$ cat src/rtl/linkPkg.sv
package linkPkg;
  localparam int BYTE_W = 8;

  typedef enum logic [2:0] {
    ST_IDLE,
    ST_PRE1,
    ST_PRE0,
    ST_DIR,
    ST_RX,
    ST_TX,
    ST_TXEND
  } linkState_e;

  // strobes from control to datapath, valid for one local cycle
  typedef struct packed {
    logic drvOne;
    logic drvZero;
    logic txLoad;
    logic txShift;
    logic rxShift;
    logic rxPush;
  } dpCtl_t;
endpackage

$ cat src/rtl/linkSync.sv
module linkSync #(
  parameter int SYNC_STAGES = 2
) (
  input  logic clk,
  input  logic rst,
  input  logic lineClk,
  input  logic lineDin,
  output logic hostRise,
  output logic hostFall,
  output logic dinSync
);
  localparam int TOP = SYNC_STAGES - 1;

  logic [SYNC_STAGES:0]   clkPipe;
  logic [SYNC_STAGES-1:0] dinPipe;

  always_ff @(posedge clk) begin
    if (rst) begin
      clkPipe <= '0;
      dinPipe <= '0;
    end else begin
      clkPipe <= {clkPipe[SYNC_STAGES-1:0], lineClk};
      dinPipe <= {dinPipe[SYNC_STAGES-2:0], lineDin};
    end
  end

  // data pipe is aligned with clkPipe[TOP]
  assign hostRise = clkPipe[TOP] & ~clkPipe[TOP+1];
  assign hostFall = ~clkPipe[TOP] & clkPipe[TOP+1];
  assign dinSync  = dinPipe[TOP];
endmodule

$ cat src/rtl/linkFifo.sv
module linkFifo #(
  parameter int WIDTH = 8,
  parameter int DEPTH = 8
) (
  input  logic             clk,
  input  logic             rst,
  input  logic             pushEn,
  input  logic [WIDTH-1:0] pushData,
  input  logic             popEn,
  output logic [WIDTH-1:0] headData,
  output logic             full,
  output logic             empty
);
  localparam int AW = (DEPTH > 1) ? $clog2(DEPTH) : 1;
  localparam int CW = $clog2(DEPTH + 1);

  logic [WIDTH-1:0] store [DEPTH];
  logic [AW-1:0]    wrPtr, rdPtr;
  logic [CW-1:0]    count;
  logic             doPush, doPop;

  function automatic logic [AW-1:0] bump(input logic [AW-1:0] p);
    return (p == AW'(DEPTH - 1)) ? '0 : p + AW'(1);
  endfunction

  assign full     = (count == CW'(DEPTH));
  assign empty    = (count == '0);
  assign doPush   = pushEn && !full;
  assign doPop    = popEn && !empty;
  assign headData = store[rdPtr];

  always_ff @(posedge clk) begin
    if (rst) begin
      wrPtr <= '0;
      rdPtr <= '0;
      count <= '0;
    end else begin
      if (doPush) wrPtr <= bump(wrPtr);
      if (doPop)  rdPtr <= bump(rdPtr);
      case ({doPush, doPop})
        2'b10:   count <= count + CW'(1);
        2'b01:   count <= count - CW'(1);
        default: count <= count;
      endcase
    end
  end

  always_ff @(posedge clk) begin
    if (doPush) store[wrPtr] <= pushData;
  end
endmodule

$ cat src/rtl/linkDatapath.sv
module linkDatapath
  import linkPkg::*;
#(
  parameter int FIFO_DEPTH = 8
) (
  input  logic              clk,
  input  logic              rst,
  input  dpCtl_t            ctl,
  input  logic              dinSync,
  output logic              lineDout,
  output logic              txEmpty,
  output logic              rxFull,
  output logic [BYTE_W-1:0] txByteNow,
  output logic [BYTE_W-1:0] rxByteNow,
  input  logic [BYTE_W-1:0] txData,
  input  logic              txValid,
  output logic              txReady,
  output logic [BYTE_W-1:0] rxData,
  output logic              rxValid,
  input  logic              rxReady
);
  logic [BYTE_W-1:0] txShReg, rxShReg, txHead;
  logic              txFull, rxEmpty;

  linkFifo #(.WIDTH(BYTE_W), .DEPTH(FIFO_DEPTH)) uTxFifo (
    .clk(clk), .rst(rst),
    .pushEn(txValid), .pushData(txData),
    .popEn(ctl.txLoad), .headData(txHead),
    .full(txFull), .empty(txEmpty)
  );

  linkFifo #(.WIDTH(BYTE_W), .DEPTH(FIFO_DEPTH)) uRxFifo (
    .clk(clk), .rst(rst),
    .pushEn(ctl.rxPush), .pushData(rxByteNow),
    .popEn(rxReady), .headData(rxData),
    .full(rxFull), .empty(rxEmpty)
  );

  assign txReady   = !txFull;
  assign rxValid   = !rxEmpty;
  assign txByteNow = txEmpty ? '0 : txHead;
  assign rxByteNow = {rxShReg[BYTE_W-2:0], dinSync};

  always_ff @(posedge clk) begin
    if (rst) begin
      lineDout <= 1'b0;
      txShReg  <= '0;
      rxShReg  <= '0;
    end else begin
      if (ctl.drvOne) begin
        lineDout <= 1'b1;
      end else if (ctl.drvZero) begin
        lineDout <= 1'b0;
      end else if (ctl.txLoad) begin
        lineDout <= txByteNow[BYTE_W-1];
        txShReg  <= {txByteNow[BYTE_W-2:0], 1'b0};
      end else if (ctl.txShift) begin
        lineDout <= txShReg[BYTE_W-1];
        txShReg  <= {txShReg[BYTE_W-2:0], 1'b0};
      end
      if (ctl.rxShift) rxShReg <= rxByteNow;
    end
  end
endmodule

$ cat src/rtl/linkCtrl.sv
module linkCtrl
  import linkPkg::*;
(
  input  logic              clk,
  input  logic              rst,
  input  logic              hostRise,
  input  logic              hostFall,
  input  logic              dinSync,
  input  logic              localReady,
  input  logic              txEmpty,
  input  logic              rxFull,
  input  logic [BYTE_W-1:0] txByteNow,
  input  logic [BYTE_W-1:0] rxByteNow,
  output dpCtl_t            ctl,
  output logic              lineOe,
  output logic              errFlag
);
  localparam int BW = $clog2(BYTE_W);
  localparam logic [BW-1:0] LAST_BIT = BW'(BYTE_W - 1);

  linkState_e        state, stateN;
  logic [BW-1:0]     bitCnt, bitCntN;
  logic              isLen, isLenN;
  logic              lastByte, lastByteN;
  logic [BYTE_W-1:0] remain, remainN;
  logic              oeN, errN;

  always_comb begin
    ctl       = '0;
    stateN    = state;
    bitCntN   = bitCnt;
    isLenN    = isLen;
    lastByteN = lastByte;
    remainN   = remain;
    oeN       = lineOe;
    errN      = errFlag;
    case (state)
      ST_IDLE: if (hostRise && localReady) begin
        ctl.drvOne = 1'b1;
        oeN        = 1'b1;
        stateN     = ST_PRE1;
      end
      ST_PRE1: if (hostRise) begin
        ctl.drvZero = 1'b1;
        stateN      = ST_PRE0;
      end
      ST_PRE0: if (hostRise) begin
        oeN    = 1'b0;
        stateN = ST_DIR;
      end
      ST_DIR: if (hostFall) begin
        bitCntN   = '0;
        isLenN    = 1'b1;
        lastByteN = 1'b0;
        stateN    = dinSync ? ST_RX : ST_TX;
      end
      ST_RX: if (hostFall) begin
        ctl.rxShift = 1'b1;
        bitCntN     = bitCnt + BW'(1);
        if (bitCnt == LAST_BIT) begin
          ctl.rxPush = 1'b1;
          if (rxFull) errN = 1'b1;
          if (isLen) begin
            isLenN  = 1'b0;
            remainN = rxByteNow;
            if (rxByteNow == '0) stateN = ST_IDLE;
          end else begin
            remainN = remain - BYTE_W'(1);
            if (remain == BYTE_W'(1)) stateN = ST_IDLE;
          end
        end
      end
      ST_TX: if (hostRise) begin
        bitCntN = bitCnt + BW'(1);
        if (bitCnt == '0) begin
          ctl.txLoad = 1'b1;
          oeN        = 1'b1;
          if (txEmpty) errN = 1'b1;
          if (isLen) begin
            isLenN    = 1'b0;
            remainN   = txByteNow;
            lastByteN = (txByteNow == '0);
          end else begin
            remainN   = remain - BYTE_W'(1);
            lastByteN = (remain == BYTE_W'(1));
          end
        end else begin
          ctl.txShift = 1'b1;
          if (bitCnt == LAST_BIT && lastByte) stateN = ST_TXEND;
        end
      end
      ST_TXEND: if (hostRise) begin
        oeN    = 1'b0;
        stateN = ST_IDLE;
      end
      default: stateN = ST_IDLE;
    endcase
  end

  always_ff @(posedge clk) begin
    if (rst) begin
      state    <= ST_IDLE;
      bitCnt   <= '0;
      isLen    <= 1'b0;
      lastByte <= 1'b0;
      remain   <= '0;
      lineOe   <= 1'b0;
      errFlag  <= 1'b0;
    end else begin
      state    <= stateN;
      bitCnt   <= bitCntN;
      isLen    <= isLenN;
      lastByte <= lastByteN;
      remain   <= remainN;
      lineOe   <= oeN;
      errFlag  <= errN;
    end
  end
endmodule

$ cat src/rtl/linkEndpoint.sv
module linkEndpoint
  import linkPkg::*;
#(
  parameter int FIFO_DEPTH  = 8,
  parameter int SYNC_STAGES = 2
) (
  input  logic              clk,
  input  logic              rst,
  input  logic              lineClk,
  input  logic              lineDin,
  output logic              lineDout,
  output logic              lineOe,
  input  logic              localReady,
  input  logic [BYTE_W-1:0] txData,
  input  logic              txValid,
  output logic              txReady,
  output logic [BYTE_W-1:0] rxData,
  output logic              rxValid,
  input  logic              rxReady,
  output logic              errFlag
);
  logic              hostRise, hostFall, dinSync;
  logic              txEmpty, rxFull;
  logic [BYTE_W-1:0] txByteNow, rxByteNow;
  dpCtl_t            ctl;

  linkSync #(.SYNC_STAGES(SYNC_STAGES)) uSync (
    .clk(clk), .rst(rst), .lineClk(lineClk), .lineDin(lineDin),
    .hostRise(hostRise), .hostFall(hostFall), .dinSync(dinSync)
  );

  linkCtrl uCtrl (
    .clk(clk), .rst(rst), .hostRise(hostRise), .hostFall(hostFall),
    .dinSync(dinSync), .localReady(localReady), .txEmpty(txEmpty),
    .rxFull(rxFull), .txByteNow(txByteNow), .rxByteNow(rxByteNow),
    .ctl(ctl), .lineOe(lineOe), .errFlag(errFlag)
  );

  linkDatapath #(.FIFO_DEPTH(FIFO_DEPTH)) uDp (
    .clk(clk), .rst(rst), .ctl(ctl), .dinSync(dinSync),
    .lineDout(lineDout), .txEmpty(txEmpty), .rxFull(rxFull),
    .txByteNow(txByteNow), .rxByteNow(rxByteNow),
    .txData(txData), .txValid(txValid), .txReady(txReady),
    .rxData(rxData), .rxValid(rxValid), .rxReady(rxReady)
  );
endmodule

$ cat config.mk
export PLATFORM = sky130hd
export DESIGN_NAME = linkEndpoint
export DESIGN_NICKNAME = d
export VERILOG_FILES = /design/src/rtl/linkPkg.sv /design/src/rtl/linkSync.sv /design/src/rtl/linkFifo.sv /design/src/rtl/linkDatapath.sv /design/src/rtl/linkCtrl.sv /design/src/rtl/linkEndpoint.sv
export SDC_FILE = /design/constraint.sdc
export NUM_CORES = 1
export LEC_CHECK = 0
export BUFFER_PORTS_ARGS = -buffer_cell sky130_fd_sc_hd__buf_2
export CAP_MARGIN = 25
export CORE_MARGIN = 3
export CORE_UTILIZATION = 40
export DETAILED_ROUTE_END_ITERATION = 7
export GPL_TIMING_DRIVEN = 0
export PLACE_DENSITY = 0.53
export SYNTH_ARGS = -nofsm -noshare
export SYNTH_HDL_FRONTEND = slang
export SYNTH_SLANG_ARGS = --single-unit
$ cat constraint.sdc
create_clock -name clk -period 3.3 [get_ports clk]
set_input_delay 0.165 -clock clk [delete_from_list [all_inputs] [get_ports clk]]
set_output_delay 0.165 -clock clk [all_outputs]
set_load 0.005 [all_outputs]
Word level (Yosys, flattened, before mapping). Memories as Yosys holds them, arrays and structs flattened. A register that Yosys moved wholly into a read port is not among the register bits. Cells that the tools add are included. Widths: inputs -> output; s select.

Bits in registers: 59. Memory bits (writable): 128. Input bits: 15. Output and inout port bits: 13. Memories: 2.

Add/subtract/negate cells: 10. Equality and inequality tests: 34. Muxes and demuxes: 81. Bitwise gates (word level): 6. Reductions and logical operators: 33.

Memory list: uDp.uRxFifo.store (words 8, width 8, read ports 1, clocked after memory_dff 1, wr ports 1, RTL line linkFifo.sv:17) `logic [WIDTH-1:0] store [DEPTH];`; uDp.uTxFifo.store (words 8, width 8, read ports 1, clocked after memory_dff 1, wr ports 1, RTL line linkFifo.sv:17).

Operators by type and width (number): $mux 3 (24); $mux 8 (9); $mux 1 (35); $eq 3x3->1 const B (8); $ne 2x1->1 const B (11); $pmux 3 s7 (1); $logic_not 8->1 (2); $pmux 4 s2 (2); $pmux 8 s2 (1); $add 3x1->3 const B (5); $reduce_and 12->1 (1); $reduce_and 5->1 (2); $reduce_bool 2->1 (5); $pmux 3 s3 (1); $add 4x1->4 const B (2); $eq 4x4->1 const B (2); $eq 8x1->1 const B (1); $logic_not 4->1 (2); $mux 2 (4); $reduce_and 4->1 (2); $sub 4x1->4 const B (2); $sub 8x1->8 const B (1); $reduce_and 7->1 (1); $eq 3x2->1 const B (2); other kinds (18) (38).

Logic depth before layout (Yosys ltp).
Word-level depth: 8. Depth in mapped cells: 14. Mapped depth without buffers: 13.

Cells and area by module. From an unflattened synthesis, not the netlist that was laid out.

Cells, all modules: 606. Area, all modules: 8618.3 µm².

By module, submodules not included: linkFifo at uDp.uTxFifo (instances 1, cells an instance 172, area an instance 3191.8 µm², seq. area each 2182.1 µm²); linkFifo at uDp.uRxFifo (instances 1, cells an instance 171, area an instance 3173.0 µm², seq. area each 2182.1 µm²); linkCtrl (instances 1, cells an instance 177, area an instance 1412.6 µm², seq. area each 360.3 µm²); linkDatapath (instances 1, cells an instance 74, area an instance 696.9 µm², seq. area each 300.3 µm²); linkSync (instances 1, cells an instance 12, area an instance 143.9 µm², seq. area each 100.1 µm²).

Least setup slack after synthesis. No wires, ideal clock.

Kind: reg-to-reg. From: register uCtrl.state[1]. To: memory uDp.uRxFifo.store[1][0] (enable). Arrival time: 2.294 ns. Data required time: 2.902 ns. Setup slack: 0.608 ns. Stages on the path, launching flop included: 7. Buffers on the path: 1. Clock period less this slack: 2.692 ns. Cell sequence: dfxtp_1 -> nand2b_1 -> clkbuf_1 -> a211o_1 -> nor2_2 -> clkinv_1 -> nor4b_1.

Longest elaborated chain between the ends: 5.

RTL lines: from (decl) (RTL line linkCtrl.sv:21) `linkState_e state, stateN;`; from (signal assigned) (RTL line linkCtrl.sv:110) `state <= stateN;`; $eq 3x3->1 (RTL line linkCtrl.sv:37) `case (state)`; $mux 2 (RTL line linkCtrl.sv:37); $logic_and 1x1->1 (RTL line linkFifo.sv:28) `assign doPush = pushEn && !full;`; $mux 1 (RTL line linkFifo.sv:49) `if (doPush) store[wrPtr] <= pushData;`; $mux 1 (not written as such) (RTL line linkFifo.sv:49); to (decl) (RTL line linkFifo.sv:17).

Every way passes these cells.

Worst setup path after layout.
From: register uCtrl.state[1]. To: register uDp.uRxFifo.count[2].

Longest elaborated chain between the ends: 5. Elaborated cells between the ends (all ways): 7. Classes of those cells: 3 x eq/ne; 2 x mux; 2 x reduce/logical.

RTL lines: $eq 3x3->1 * (RTL line linkCtrl.sv:37); $mux 2 * (RTL line linkCtrl.sv:37); $logic_and 1x1->1 * (RTL line linkFifo.sv:28); $eq 2x1->1 or $eq 2x2->1 (tied branches) (RTL line linkFifo.sv:40) `case ({doPush, doPop})`; $pmux 4 s2 or $reduce_bool 2->1 (tied branches); to (signal assigned) (RTL line linkFifo.sv:41) `2'b10: count <= count + CW'(1);`; to (signal assigned) (RTL line linkFifo.sv:42) `2'b01: count <= count - CW'(1);`; to (signal assigned) (RTL line linkFifo.sv:43) `default: count <= count;`; to (decl) (RTL line linkFifo.sv:19) `logic [CW-1:0] count;`.

Mark *: on every way between the ends. The rest lies on a longest branch, timed or not. A chain may end at the register's enable or synchronous reset.

==> key figures <==
Timing
  • # setup viols final: 0
  • Final Cycle Share: 0.916
  • Unrepaired setup endpoints after global routing: no
  • Final clock skew: 0.0112 ns
  • Slew headroom: 0.331
  • Fmax: 0.331 GHz
  • Fin. Hold Viols: 0
  • Final slew viol count: 0
  • Worst Tran Pin Value: 0.990 ns
  • Crit path time final: 3.02 ns

Setup path
  • CP top delay family: simple AND/OR/NAND/NOR gates
  • CP arrival: 3.37 ns
  • Setup Crit Path Kind: reg -> reg
  • Crit-path cells: nand2b_1 -> clkbuf_1 -> a211o_1 -> nor2_2 -> clkinvlp_4 -> ha_1 -> xor2_1 -> ha_1 -> a21oi_1 -> xor2_1 -> or3_1 -> a21oi_1
  • Cell with the largest stage delay on the worst path: dfxtp_1
  • Worst R2R Path Depth: 12
  • CP Launch Type: flip-flop
  • Critical Path Fanout Max: 9
  • Reg2reg end: uDp.uRxFifo.count[2]$_SDFFE_PP0P_
  • Worst r2r src: uCtrl.state[1]$_SDFFE_PP0P_
  • Instance count on the critical path: 12
  • Setup slack, reg-to-reg: 0.28 ns
  • CP bufs+invs: 2
  • Critical path's largest stage delay: 0.37 ns
  • CP endpoint kind: flip-flop
  • Worst Path Required: 3.65 ns

Clock tree
  • CTS Buf Count: 17
  • TritonCTS clock tree: yes
  • Clk Tree Root Cell: clkbuf_16
  • Clock edge transition at the registers on the reported setup and hold paths: 0.07 ns
  • Maximum root-to-sink buffer count: 2
  • Clock Sinks: 192
  • Skew-Pair Late Insertion Delay: 0.43 ns
  • H-Tree Level Count: 4

Synthesis
  • Ys flop type: edfxtp_1
  • Syn_area_per_cell: 13.4 sq um
  • Async set-reset flop share out of synthesis: 0
  • Number of synthesized flops with an enable pin: 128
  • Mapped Area: 8200 sq um
  • Netlist cell types: 59
  • FF+latch count, synth: 192
  • Post-Syn Instances: 611
  • YS warnings: 0
  • Syn_nets: 645
  • Post-synthesis sequential area ratio: 0.625

Final layout
  • Fillers: 1761
  • Sequential Area: 5120 sq um
  • P&R area growth vs syn: 15.0%
  • Nets: 705
  • Post-route cell area: 9430 sq um
  • Antenna diodes: 0
  • Layout cells sized above 1: 0.175
  • Area of the multi-input gates: 2950 sq um

Placement
  • DP Wirelength: 12100 um
  • Port Buf Inserts: 26
  • RD Place Congestion: 0.850
  • Placed inst area: 8780 sq um

Run
  • Max Cap Violations: 0

Global routing
  • Initial antenna violation count: 0
  • Gr ovfl total: 0
  • Total track usage: 0.163
  • First-pass GRT wire length: 28200 um
  • Largest net degree at the start of global routing: 17
  • Vias in the first global route: 5108

Floorplan
  • Die Ht: 149 um
  • IO Count: 28
  • Die Area: 22300 sq um
  • FP Rows: 51
  • Initial Util: 0.415
  • Die Wd: 149 um
  • Core ar.: 19800 sq um

Drt
  • Final ANT Viol Nets: 0
  • DR WL/cell: 18.3 um
  • Iter 0 DRT Violations: 316
  • Post-route DRC: 0
  • Drt total wl: 17400 um
  • Vias per std cell: 5.53
  • Via Count: 5249
  • Drt pass-1 iters: 5

Min path
  • Worst Hold Path EP: uDp.uTxFifo.store[1][3]$_DFFE_PP_
  • Worst Hold Class: in -> reg
  • Hold path startpoint: txData[3]
  • Worst hold stages: 1

Pwr
  • Leakage: 3.21 nW
  • Worst vdd ir: 0.000346 V
  • PwrDens: 502 nW/um^2
  • Total power: 4.73 mW

Outcome
  • Status: finished clean
[worst max path at each step]
| stage | from | to | slack, ns |
|---|---|---|---|
| 5_1_grt | uCtrl.state[1]$_SDFFE_PP0P_ | uDp.uRxFifo.count[2]$_SDFFE_PP0P_ | 0.03 |
| 6_report | uCtrl.state[1]$_SDFFE_PP0P_ | uDp.uRxFifo.count[2]$_SDFFE_PP0P_ | 0.28 |
| 2_1_floorplan | uCtrl.state[1]$_SDFFE_PP0P_ | uDp.uRxFifo.store[1][0]$_DFFE_PP_ | 0.61 |
| 3_3_place_gp | uCtrl.state[1]$_SDFFE_PP0P_ | uDp.uRxFifo.store[1][6]$_DFFE_PP_ | -0.47 |
| 3_5_place_dp | uCtrl.state[1]$_SDFFE_PP0P_ | uDp.uRxFifo.count[2]$_SDFFE_PP0P_ | 0.24 |
| 4_1_cts | uCtrl.state[1]$_SDFFE_PP0P_ | uDp.uRxFifo.count[2]$_SDFFE_PP0P_ | 0.18 |
[layout by cell type (no fill, tap or decap), drive strengths merged, types with 5 or more instances in the layout]
cell / instances
edfxtp: 128
dfxtp: 64
nand2: 47
buf: 45
nor2: 42
clkbuf: 42
a21oi: 32
mux4: 28
mux2i: 21
o21ai: 20
ha: 19
nor3: 19
inv: 14
nor2b: 11
a31oi: 10
mux2: 9
nand3: 9
or3: 9
dlygate4sd3: 8
nor3b: 8
xor2: 6
nand3b: 6
o211ai: 6
nor4: 6
clkinv: 6
nand2b: 5
[cell families (layout without fill, tap and decap cells)]
kind of cell	Yosys count	in the layout	synth area share
AOI/OAI and AO/OA	101	101	0.0800
xor gates and xnor gates	6	6	0.00641
adders and majority gates	19	19	0.0290
buffers and inverters	47	120	0.0233
DFF	192	192	0.625
muxes	58	58	0.117
and+or+nand+nor	188	188	0.120
[Yosys cell counts, drive strengths merged, types with 2 or more instances]
master / count / share of area
and2: 2 / 0.0015
nand4b: 3 / 0.0032
o311ai: 2 / 0.0021
nand4: 4 / 0.0031
nand3b: 6 / 0.0055
nor2b: 11 / 0.0084
a211o: 2 / 0.0021
dfxtp: 64 / 0.16
a221oi: 2 / 0.0021
nor4: 6 / 0.0046
a32o: 2 / 0.0024
a311oi: 2 / 0.0021
buf: 11 / 0.0069
or4: 4 / 0.0037
or2: 2 / 0.0015
mux4: 28 / 0.079
nor2: 42 / 0.020
o41ai: 3 / 0.0032
and3: 2 / 0.0015
nor4bb: 3 / 0.0037
a21oi: 32 / 0.020
mux2i: 21 / 0.026
o21ai: 20 / 0.012
o22a: 2 / 0.0021
nand2b: 5 / 0.0038
edfxtp: 128 / 0.47
or3: 9 / 0.0069
nor3b: 8 / 0.0073
clkbuf: 24 / 0.011
o21bai: 2 / 0.0018
o211ai: 6 / 0.0055
nor3: 19 / 0.012
inv: 11 / 0.0050
o211a: 4 / 0.0049
a31oi: 10 / 0.0076
o31ai: 3 / 0.0027
nor4b: 4 / 0.0043
mux2: 9 / 0.012
nand2: 47 / 0.022
xor2: 6 / 0.0064
nand3: 9 / 0.0055
ha: 19 / 0.029
[worst register-to-register path, stage by stage, from the launching register on]
cell and delay (ns):
dfxtp_1 0.37, nand2b_1 0.16, clkbuf_1 0.20, a211o_1 0.34
nor2_2 0.26, clkinvlp_4 0.26, ha_1 0.31, xor2_1 0.17
ha_1 0.20, a21oi_1 0.15, xor2_1 0.10, or3_1 0.31
a21oi_1 0.13
[registers in the layout, indices dropped and copies added (netlist names), 2 cells and up, named ones only]
signal,flops
uSync.clkPipe,3
uCtrl.bitCnt,3
uDp.uRxFifo.rdPtr,3
uDp.uTxFifo.store,64
uDp.uTxFifo.rdPtr,3
uDp.txShReg,7
uDp.uTxFifo.count,4
uSync.dinPipe,2
uDp.uRxFifo.wrPtr,3
uCtrl.state,3
uDp.uRxFifo.count,4
uDp.uRxFifo.store,64
uDp.rxShReg,7
uDp.uTxFifo.wrPtr,3
uCtrl.remain,8
[layer usage]
metal | track usage | wire length, um | share of wire
met5 | 0 | 0 | 0
met3 | 0.0383 | 843 | 0.049
met2 | 0.269 | 8630 | 0.50
met4 | 0.0398 | 165 | 0.0095
met1 | 0.221 | 7730 | 0.45
[stage by stage]
| step | TNS (ns) | cells | hold slack, ns | utilization | setup WS [ns] |
|---|---|---|---|---|---|
| global route | 0 | 949 | 0.0175 | 0.477 | 0.0342 |
| CTS | 0 | 950 | 0.00543 | 0.477 | 0.183 |
| global placement | -6.12 | 902 | 0.374 | 0.438 | -0.471 |
| floorplan | 0 | 611 | 0.264 | - | 0.608 |
| finish | 0 | 949 | 0.0218 | 0.477 | 0.277 |
| detailed placement | 0 | 910 | 0.381 | 0.444 | 0.241 |
[power by group]
part           switching, mW  internal, mW
logic                 0.0928        0.0510
clock network          0.879          1.12
registers             0.0161          2.57
[layout make-up]
class / instances / share of cell area
Buffer: 34 / 0.0151
Clock buffer: 19 / 0.0459
Clock inverter: 13 / 0.0145
Inverter: 12 / 0.00518
Multi-Input combinational cell: 372 / 0.312
Sequential cell: 192 / 0.544
Tap cell: 265 / 0.0352
Timing Repair Buffer: 42 / 0.0281
[timing repair]
item | 4_1_cts | 5_1_grt
resized for setup | 0 | 1
endpoints found under the hold margin | 50 | 0
hold buffers | 8 | 0
setup endpoints to repair | 0 | 3
setup buffers | 0 | 0
(Power assumes the default switching activity.)
